--- src/rtl/mpas_pkg.sv ---
package mpas_pkg;
   localparam int LANES = 4;
   localparam int NSRC  = 4;

   // Controls that ride alongside the operands through the stages
   typedef struct packed {
      logic sgn;
      logic add1;
      logic add0;
   } ctrl_t;

   // Extension bit for a sum or difference that is one bit wider than its terms
   function automatic logic pair_ext(input logic msb, input logic sgn, input logic add);
      return msb & (sgn | ~add);
   endfunction
endpackage

--- src/rtl/mpas_stage_reg.sv ---
module mpas_stage_reg #(
   parameter int W  = 8,
   parameter bit EN = 1'b1
) (
   input  logic         clk,
   input  logic         ce,
   input  logic         rst,
   input  logic [W-1:0] d,
   output logic [W-1:0] q
);
   generate
      if (W < 1) begin : g_bad_w
         $error("mpas_stage_reg: W must be at least 1");
      end
      if (EN) begin : g_reg
         logic [W-1:0] r;
         always_ff @(posedge clk) begin
            if (rst)     r <= '0;
            else if (ce) r <= d;
         end
         assign q = r;
      end else begin : g_wire
         logic unused_ctl;
         assign unused_ctl = ^{clk, ce, rst};
         assign q = d;
      end
   endgenerate
endmodule

--- src/rtl/mpas_operand_chain.sv ---
module mpas_operand_chain #(
   parameter int W  = 9,
   parameter int NL = 4,
   parameter bit EN = 1'b1
) (
   input  logic          clk,
   input  logic          ce,
   input  logic          rst,
   input  logic          shift,
   input  logic [W-1:0]  ser_in,
   input  logic [NL*W-1:0] par_in,
   output logic [NL*W-1:0] q,
   output logic [W-1:0]  ser_out
);
   generate
      if (NL < 1) begin : g_bad_nl
         $error("mpas_operand_chain: NL must be at least 1");
      end
      for (genvar i = 0; i < NL; i++) begin : g_lane
         logic [W-1:0] prev;
         logic [W-1:0] d;
         if (i == 0) begin : g_head
            assign prev = ser_in;
         end else begin : g_link
            assign prev = q[(i-1)*W +: W];
         end
         assign d = shift ? prev : par_in[i*W +: W];
         mpas_stage_reg #(.W(W), .EN(EN)) u_reg (
            .clk(clk), .ce(ce), .rst(rst), .d(d), .q(q[i*W +: W])
         );
      end
   endgenerate

   assign ser_out = q[(NL-1)*W +: W];
endmodule

--- src/rtl/mpas_mult.sv ---
module mpas_mult #(
   parameter int A_W = 9,
   parameter int B_W = 9
) (
   input  logic [A_W-1:0]     a,
   input  logic [B_W-1:0]     b,
   input  logic               sgn,
   output logic [A_W+B_W-1:0] p
);
   localparam int PW = A_W + B_W;

   logic [PW-1:0] ax;
   logic [PW-1:0] bx;

   // Widen to the product width; the low PW bits of the product are exact
   assign ax = {{(PW-A_W){sgn & a[A_W-1]}}, a};
   assign bx = {{(PW-B_W){sgn & b[B_W-1]}}, b};
   assign p  = ax * bx;
endmodule

--- src/rtl/mpas_addsub.sv ---
module mpas_addsub #(
   parameter int W = 18
) (
   input  logic [W-1:0] x,
   input  logic [W-1:0] y,
   input  logic         sgn,
   input  logic         add,
   output logic [W:0]   r
);
   logic [W:0] xe;
   logic [W:0] ye;

   assign xe = {sgn & x[W-1], x};
   assign ye = {sgn & y[W-1], y};
   assign r  = add ? (xe + ye) : (xe - ye);
endmodule

--- src/rtl/mpas_quad_sum.sv ---
module mpas_quad_sum
   import mpas_pkg::*;
#(
   parameter int A_W          = 9,
   parameter int B_W          = 9,
   parameter bit IN_REG       = 1'b1,
   parameter bit PIPE_REG     = 1'b1,
   parameter bit OUT_REG      = 1'b1,
   parameter int IN_CE_SEL    = 0,
   parameter int IN_RST_SEL   = 0,
   parameter int PIPE_CE_SEL  = 0,
   parameter int PIPE_RST_SEL = 0,
   parameter int OUT_CE_SEL   = 0,
   parameter int OUT_RST_SEL  = 0
) (
   input  logic                   clk,
   input  logic [3:0]             ce,
   input  logic [3:0]             rst,
   input  logic                   signed_mode,
   input  logic                   pair0_add,
   input  logic                   pair1_add,
   input  logic [4*A_W-1:0]       a_in,
   input  logic [4*B_W-1:0]       b_in,
   input  logic                   a_shift,
   input  logic                   b_shift,
   input  logic [A_W-1:0]         a_shift_in,
   input  logic [B_W-1:0]         b_shift_in,
   output logic [A_W-1:0]         a_shift_out,
   output logic [B_W-1:0]         b_shift_out,
   output logic [A_W+B_W+1:0]     sum_out
);
   localparam int PW    = A_W + B_W;
   localparam int RW    = PW + 1;
   localparam int SW    = PW + 2;
   localparam int NPAIR = LANES / 2;

   // ---------------- elaboration checks ----------------
   generate
      if (A_W < 2 || B_W < 2) begin : g_bad_width
         $error("mpas_quad_sum: operand widths must be at least 2");
      end
      if (IN_CE_SEL < 0 || IN_CE_SEL >= NSRC || IN_RST_SEL < 0 || IN_RST_SEL >= NSRC) begin : g_bad_in_sel
         $error("mpas_quad_sum: input stage source index out of range");
      end
      if (PIPE_CE_SEL < 0 || PIPE_CE_SEL >= NSRC || PIPE_RST_SEL < 0 || PIPE_RST_SEL >= NSRC) begin : g_bad_pipe_sel
         $error("mpas_quad_sum: pipeline stage source index out of range");
      end
      if (OUT_CE_SEL < 0 || OUT_CE_SEL >= NSRC || OUT_RST_SEL < 0 || OUT_RST_SEL >= NSRC) begin : g_bad_out_sel
         $error("mpas_quad_sum: output stage source index out of range");
      end
   endgenerate

   // ---------------- per-stage source selection ----------------
   logic ce_in, rst_in, ce_pipe, rst_pipe, ce_out, rst_out;
   assign ce_in    = ce[IN_CE_SEL];
   assign rst_in   = rst[IN_RST_SEL];
   assign ce_pipe  = ce[PIPE_CE_SEL];
   assign rst_pipe = rst[PIPE_RST_SEL];
   assign ce_out   = ce[OUT_CE_SEL];
   assign rst_out  = rst[OUT_RST_SEL];

   // ---------------- input stage ----------------
   logic [LANES*A_W-1:0] a_q;
   logic [LANES*B_W-1:0] b_q;
   ctrl_t ctrl_d, ctrl_i, ctrl_p;

   assign ctrl_d = '{sgn: signed_mode, add1: pair1_add, add0: pair0_add};

   mpas_operand_chain #(.W(A_W), .NL(LANES), .EN(IN_REG)) u_a_chain (
      .clk(clk), .ce(ce_in), .rst(rst_in), .shift(a_shift),
      .ser_in(a_shift_in), .par_in(a_in), .q(a_q), .ser_out(a_shift_out)
   );

   mpas_operand_chain #(.W(B_W), .NL(LANES), .EN(IN_REG)) u_b_chain (
      .clk(clk), .ce(ce_in), .rst(rst_in), .shift(b_shift),
      .ser_in(b_shift_in), .par_in(b_in), .q(b_q), .ser_out(b_shift_out)
   );

   mpas_stage_reg #(.W($bits(ctrl_t)), .EN(IN_REG)) u_ctrl_in (
      .clk(clk), .ce(ce_in), .rst(rst_in), .d(ctrl_d), .q(ctrl_i)
   );

   // ---------------- multipliers and pipeline stage ----------------
   logic [PW-1:0] prod   [LANES];
   logic [PW-1:0] prod_q [LANES];

   generate
      for (genvar i = 0; i < LANES; i++) begin : g_lane
         mpas_mult #(.A_W(A_W), .B_W(B_W)) u_mul (
            .a(a_q[i*A_W +: A_W]), .b(b_q[i*B_W +: B_W]),
            .sgn(ctrl_i.sgn), .p(prod[i])
         );
         mpas_stage_reg #(.W(PW), .EN(PIPE_REG)) u_pipe (
            .clk(clk), .ce(ce_pipe), .rst(rst_pipe), .d(prod[i]), .q(prod_q[i])
         );
      end
   endgenerate

   mpas_stage_reg #(.W($bits(ctrl_t)), .EN(PIPE_REG)) u_ctrl_pipe (
      .clk(clk), .ce(ce_pipe), .rst(rst_pipe), .d(ctrl_i), .q(ctrl_p)
   );

   // ---------------- pair adder/subtractors ----------------
   logic [NPAIR-1:0] add_p;
   logic [RW-1:0]    pair_r   [NPAIR];
   logic [NPAIR-1:0] pair_top;

   assign add_p = {ctrl_p.add1, ctrl_p.add0};

   generate
      for (genvar j = 0; j < NPAIR; j++) begin : g_pair
         mpas_addsub #(.W(PW)) u_as (
            .x(prod_q[2*j]), .y(prod_q[2*j+1]),
            .sgn(ctrl_p.sgn), .add(add_p[j]), .r(pair_r[j])
         );
         assign pair_top[j] = pair_ext(pair_r[j][RW-1], ctrl_p.sgn, add_p[j]);
      end
   endgenerate

   // ---------------- final sum and output stage ----------------
   logic [SW-1:0] total;
   assign total = {pair_top[0], pair_r[0]} + {pair_top[1], pair_r[1]};

   mpas_stage_reg #(.W(SW), .EN(OUT_REG)) u_out (
      .clk(clk), .ce(ce_out), .rst(rst_out), .d(total), .q(sum_out)
   );
endmodule

--- config.mk ---
export PLATFORM = sky130hd
export DESIGN_NAME = mpas_quad_sum
export DESIGN_NICKNAME = d
export VERILOG_FILES = /design/src/rtl/mpas_pkg.sv /design/src/rtl/mpas_stage_reg.sv /design/src/rtl/mpas_operand_chain.sv /design/src/rtl/mpas_mult.sv /design/src/rtl/mpas_addsub.sv /design/src/rtl/mpas_quad_sum.sv
export SDC_FILE = /design/constraint.sdc
export NUM_CORES = 2
export LEC_CHECK = 0
export BUFFER_PORTS_ARGS = -buffer_cell sky130_fd_sc_hd__buf_2
export CORE_MARGIN = 2
export CORE_UTILIZATION = 27
export DETAILED_ROUTE_END_ITERATION = 8
export HOLD_SLACK_MARGIN = 0.1
export PLACE_DENSITY = 0.44
export SLEW_MARGIN = 20
export SYNTH_ARGS = -nofsm -noshare
export SYNTH_HDL_FRONTEND = slang
export SYNTH_SLANG_ARGS = --single-unit
--- constraint.sdc ---
create_clock -name clk -period 5.1 [get_ports clk]
set_clock_uncertainty 0.1 [all_clocks]
set_input_delay 0.51 -clock clk [delete_from_list [all_inputs] [get_ports clk]]
set_output_delay 0.51 -clock clk [all_outputs]
set_load 0.01 [all_outputs]
After elaboration in Yosys (flattened, before gate mapping)
Cells that the tools add are included.

Register bits after elaboration: 170. Input bits: 104.

Add/sub/neg operators: 5. Multiply operators: 4. Muxes and demuxes: 10. Bitwise logic cells: 18.

Operators by type and width (number): multiplier 10 x 10 -> 18 bit (4); 2-to-1 mux 9 bit (8); adder 19 bit (2); 2-to-1 mux 19 bit (2); subtractor 19 bit (2); adder 20 bit (1); bitwise AND 1 bit (14); NOT 1 bit (2); bitwise OR 1 bit (2).

Depth between registers and ports, before layout
Word-level depth: 5. Depth in mapped cells: 25. Depth with buffers taken out: 25.

Cells and area by module
A second synthesis with hierarchy kept.

Cells, all modules: 2871. Area, all modules: 26020.0 sq um.

Modules (own cells, without submodules): mpas_mult at g_lane[1].u_mul (instances 1, cells an instance 431, area an instance 3742.3 sq um, sequential area each 0.0 sq um); mpas_mult at g_lane[0].u_mul (instances 1, cells an instance 430, area an instance 3738.6 sq um, sequential area each 0.0 sq um); mpas_mult at g_lane[3].u_mul (instances 1, cells an instance 425, area an instance 3714.8 sq um, sequential area each 0.0 sq um); mpas_mult at g_lane[2].u_mul (instances 1, cells an instance 425, area an instance 3709.8 sq um, sequential area each 0.0 sq um); mpas_stage_reg at g_lane[0].u_pipe ... (instances 4, cells an instance 58, area an instance 649.4 sq um, sequential area each 360.3 sq um); mpas_stage_reg at u_a_chain.g_lane[0].u_reg ... (instances 8, cells an instance 29, area an instance 319.1 sq um, sequential area each 180.2 sq um); mpas_addsub at g_pair[1].u_as (instances 1, cells an instance 196, area an instance 1417.6 sq um, sequential area each 0.0 sq um); mpas_addsub at g_pair[0].u_as (instances 1, cells an instance 194, area an instance 1346.3 sq um, sequential area each 0.0 sq um); mpas_operand_chain (instances 2, cells an instance 49, area an instance 656.9 sq um, sequential area each 0.0 sq um); mpas_quad_sum (instances 1, cells an instance 126, area an instance 978.4 sq um, sequential area each 0.0 sq um); mpas_stage_reg at u_out (instances 1, cells an instance 64, area an instance 705.7 sq um, sequential area each 400.4 sq um); mpas_stage_reg at u_ctrl_in ... (instances 2, cells an instance 9, area an instance 101.3 sq um, sequential area each 60.1 sq um).

Worst setup path after synthesis
OpenSTA, ideal clock, no wires.

Path kind: reg2reg. Start: register u_ctrl_in.g_reg.r[2], in the netlist u_ctrl_in.q[2]. End: register g_lane[1].u_pipe.g_reg.r[17]. Arrival: 5.227 ns. Slack: -0.366 ns. Cell stages (with the launch flop): 20. Clock period less this slack: 5.466 ns. Cell sequence: dfxtp_1 clkbuf_1 nand2_1 or2_2 fa_1 fa_1 inv_1 fa_1 fa_1 inv_1 fa_1 inv_1 ha_1 inv_1 o21bai_1 a211o_1 a2111oi_0 o31ai_1 nand2_1 o221ai_1.

Longest elaborated chain between the ends: 2.

Ends and longest elaborated chain: start, declared (RTL line mpas_stage_reg.sv:16) `logic [W-1:0] r;`; start signal, assigned (RTL line mpas_stage_reg.sv:18) `if (rst) r <= '0;`; start signal, assigned (RTL line mpas_stage_reg.sv:19) `else if (ce) r <= d;`; bitwise AND 1 bit, on equally long branches (RTL line mpas_mult.sv:16, mpas_mult.sv:17); multiplier 10 x 10 -> 18 bit (*) (RTL line mpas_mult.sv:18) `assign p = ax * bx;`; end signal, assigned (RTL line mpas_stage_reg.sv:18); end signal, assigned (RTL line mpas_stage_reg.sv:19); end, declared (RTL line mpas_stage_reg.sv:16).

Every way passes the cells marked *; elsewhere a longest branch is shown, timed or not. A chain may end at the register's enable or synchronous reset.

Final worst setup path
Start: register u_ctrl_in.g_reg.r[2], in the netlist u_ctrl_in.q[2]. End: register g_lane[3].u_pipe.g_reg.r[17].

Longest elaborated chain between the ends: 2.

Ends and longest elaborated chain (RTL line): bitwise AND 1 bit, on equally long branches (mpas_mult.sv:16, mpas_mult.sv:17); multiplier 10 x 10 -> 18 bit (*) (mpas_mult.sv:18); end signal, assigned (mpas_stage_reg.sv:18); end signal, assigned (mpas_stage_reg.sv:19); end, declared (mpas_stage_reg.sv:16).

Marked as above.

==> results.toml <==
[yosys]
synth_area_sq_um = 24400
synth_area_leaders = "fa_1 (27%), dfxtp_1 (14%), ha_1 (12%)"
postSynthNetCount = 3505
count_leader_synth = "inv_1"
netlist-cell-type-count = 72
synth_top_cell_area_share_pct = 27.1
postSynthRegisterBits = 170
synthesis.instances = 2833
synth_async_sr_flop_share_pct = 0
syn_avg_cell_area_sq_um = 8.62
synth.yosys.warnings = 0
ys_seq_area_share_pct = 13.9
ys_top_cells_by_count = "inv_1 (484), fa_1 (331), ha_1 (237), nand2_1 (237), nor2_1 (237)"
number_of_enable_flip_flop_cells_after_synthesis = 0
synth_top_area_cell = "fa_1"
yosys_most_used_dff = "dfxtp_1"

[power_and_ir_drop]
powerDensity_nw_per_um2 = 262
total_power_uw = 7910
irDropWorstVdd_uv = 273
cellLeakagePower_uw = 0.0150

[critical_path]
cp_cell_sequence = "buf_12, and2_1, buf_4, nand2_1, fa_1, inv_1, fa_1, fa_1, fa_1, inv_1, fa_1, inv_1, ha_1, o21a_1, a2111oi_4, buf_4, o31ai_4, nand2_1, o221ai_2"
critical_path_class = "reg2reg"
cpMostUsedCell = "fa_1"
timing.critical_path.required_ns = 5.36
worst-r2r-setup-slack_ns = -0.1
critical_path.slowest_cell = "fa_1"
worst_path_dominant_cell_family = "adder cells"
critPathLaunchType = "flip-flop"
critical_path_cell_count = 19
worstRegToRegCells = 19
critPathBufInv = 6
arrival_ns = 5.46
timing.critical_path.slowest_cell_delay_ns = 0.51
crit-reg2reg-launch = "u_ctrl_in.q[2]"
worst-path-max-fanout = 7
worstSetupEndpointType = "flip-flop"
worst_reg2reg_endpoint = "g_lane[3].u_pipe.q[17]"

[hold_path]
min_from = "signed_mode"
min_delay_path_depth = 3
hold_end = "u_ctrl_in.q[2]"
worst_hold_path_type = "in2reg"

[clock_tree]
buffer_type_at_the_clock_tree_root = "clkbuf_16"
clkTransAtPathRegs_ns = 0.08
cts_max_level = 4
tritoncts = "yes"
cts_inserted_buffers = 17
clk-insertion-delay-late_ns = 0.50
number_of_buffers_on_the_longest_clock_path = 2
sink_count = 170

[grt]
globalRouteOverflowTotal = 0
grt_pass1_wl_um = 118000
grt_antenna_before_repair = 6
grt.total_usage_pct = 16.5
grt_start_max_net_pins = 107
first_global_vias = 20800

[drt]
drt_drc_violations_left = 0
routed_wire_length_per_instance_um = 16.7
drt_pass1_iterations = 5
num_vias = 19500
routed_wl_um = 73300
ant_nets = 0
first_iter_violations = 695
avgViaCountPerCell = 4.45

[sta]
grt_setup_unrepaired = "true"
finalSetupViolations = 5
maxSlewViolCount = 0
min_period_ns = 5.20
finalHoldViolations = 0
max_slew.worst_pin.slew_ns = 1.11
holdWs_ns = 0.146
max_freq_mhz = 192
timing.final.crit_share_pct = 102
timing.max_slew.rel_slack_pct = 24.1
post-route-worst-setup-slack_ns = -0.0951

[die]
io-pin-count = 142
placement_rows = 110
start_util_pct = 27.2
die_h_um = 305
fp.dieArea_sq_um = 92800
die_w_um = 305
core_area_sq_um = 89900

[finish]
area_growth_pct = 23.5
final_nets = 3862
end_of_flow_core_utilization_pct = 33.6
layout-drive-gt1-share_pct = 22.3
layout.cells.non_filler = 4382

[placement]
place.detailed.hpwl_um = 60800
final_wtd_congestion = 0.813
place_inst = 4324
port_buffers = 135

[outcome]
status = "complete, but fails checks"
violations_in_the_final_reports = "negative setup slack"

[run]
maxCapViolations = 0
## how the worst max path moves through the flow
stage               slack (ns)                            from                endpoint
finish                    -0.1                  u_ctrl_in.q[2]  g_lane[3].u_pipe.q[17]
global route             -0.27  u_b_chain.g_lane[3].u_reg.q[1]  g_lane[3].u_pipe.q[17]
CTS                      -0.17                  u_ctrl_in.q[2]  g_lane[2].u_pipe.q[15]
detailed placement       -0.26  u_b_chain.g_lane[3].u_reg.q[1]  g_lane[3].u_pipe.q[17]
global placement         -0.23  u_b_chain.g_lane[3].u_reg.q[1]  g_lane[3].u_pipe.q[16]
floorplan                0.001  u_b_chain.g_lane[2].u_reg.q[2]  g_lane[2].u_pipe.q[15]
## cell usage in the layout, fill, tap and decap left out, types with 6 or more instances in the layout
cell,count
xnor2_1,114
nor2_1,236
a21oi_2,21
nor2b_1,9
inv_2,16
dfxtp_2,25
buf_2,133
o21bai_1,16
o21ai_1,11
and3_1,8
dfxtp_1,138
clkbuf_16,17
buf_4,349
a211o_1,10
nand2b_1,8
nand2_1,227
a21oi_1,100
mux2i_1,123
a2111oi_4,8
o21a_1,27
ha_1,217
and2_1,171
o21ai_0,15
or2_2,14
inv_1,467
a211oi_1,81
ha_4,15
nand2_2,7
a21o_1,23
nor3_2,7
dfxtp_4,7
xor2_1,35
fa_1,326
o31ai_2,6
nor3_1,38
buf_12,7
or3_1,8
nand3_1,26
## repair_timing
item	4_1_cts	5_1_grt
endpoints found under the setup margin	20	27
pin swaps	53	76
gates resized for setup	75	109
endpoints found under the hold margin	0	0
cloned	1	0
hold buffers	0	0
setup buffers	13	10
## layout make-up
cell class              instances  area [sq um]
diodes                          3          7.51
clock buffers                  18           429
clock inverters                14           188
fillers                      9500         59700
inverters                     484          1820
multi-input cells            2019         19200
flip-flops and latches        170          3460
well taps                    1176          1470
repair buffers                498          3550
## worst register-to-register path, delay by kind of cell (launching register included)
family	cells	cell delay, ns
adder cells (fa/ha/maj)	6	2.77
AO/OA/AOI/OAI	4	0.71
buffers and inverters	6	0.70
flip-flops	1	0.38
AND/OR/NAND/NOR	3	0.38
## where the power goes
group          leakage, uW  switching (uW)  internal, uW  total (uW)
clock network     0.000297             691           785        1480
registers          0.00141             167          1470        1640
logic               0.0133            2480          2310        4790
total               0.0150            3330          4570        7910
## state kept, by name (all words and copies together), names as in the netlist
| signal | flops |
|---|---|
| u_ctrl_pipe.q | 3 |
| u_a_chain.g_lane.u_reg.q | 36 |
| g_lane.u_pipe.q | 72 |
| u_b_chain.g_lane.u_reg.q | 36 |
| u_out.q | 20 |
| u_ctrl_in.q | 3 |
## stage by stage
stage,area (sq um),setup slack [ns],setup TNS (ns)
2_1_floorplan,24500,0.00113,0
5_1_grt,30100,-0.271,-3.04
3_5_place_dp,28600,-0.263,-2.96
3_3_place_gp,28600,-0.227,-2.68
6_report,30200,-0.0951,-0.256
4_1_cts,29700,-0.166,-1.23
## kinds of logic after synthesis
logic type | after synthesis | synth area share (%)
buffers and inverters | 644 | 10.2
adders and majority gates | 568 | 39.3
xor gates and xnor gates | 151 | 5.42
and+or+nand+nor | 798 | 15.6
DFF | 170 | 13.9
muxes | 126 | 5.20
AOI/OAI and AO/OA | 376 | 10.4
## layer usage
| layer | GRT usage [%] | vias up | part of all wire [%] |
|---|---|---|---|
| met2 | 29.0 | 223 | 49 |
| met1 | 21.5 | 9513 | 46 |
| met4 | 3.95 | 0 | 1.7 |
| li1 | - | 9730 | - |
| met3 | 1.81 | 53 | 2.7 |
| met5 | 0 | - | 0 |
(Power assumes the default switching activity.)
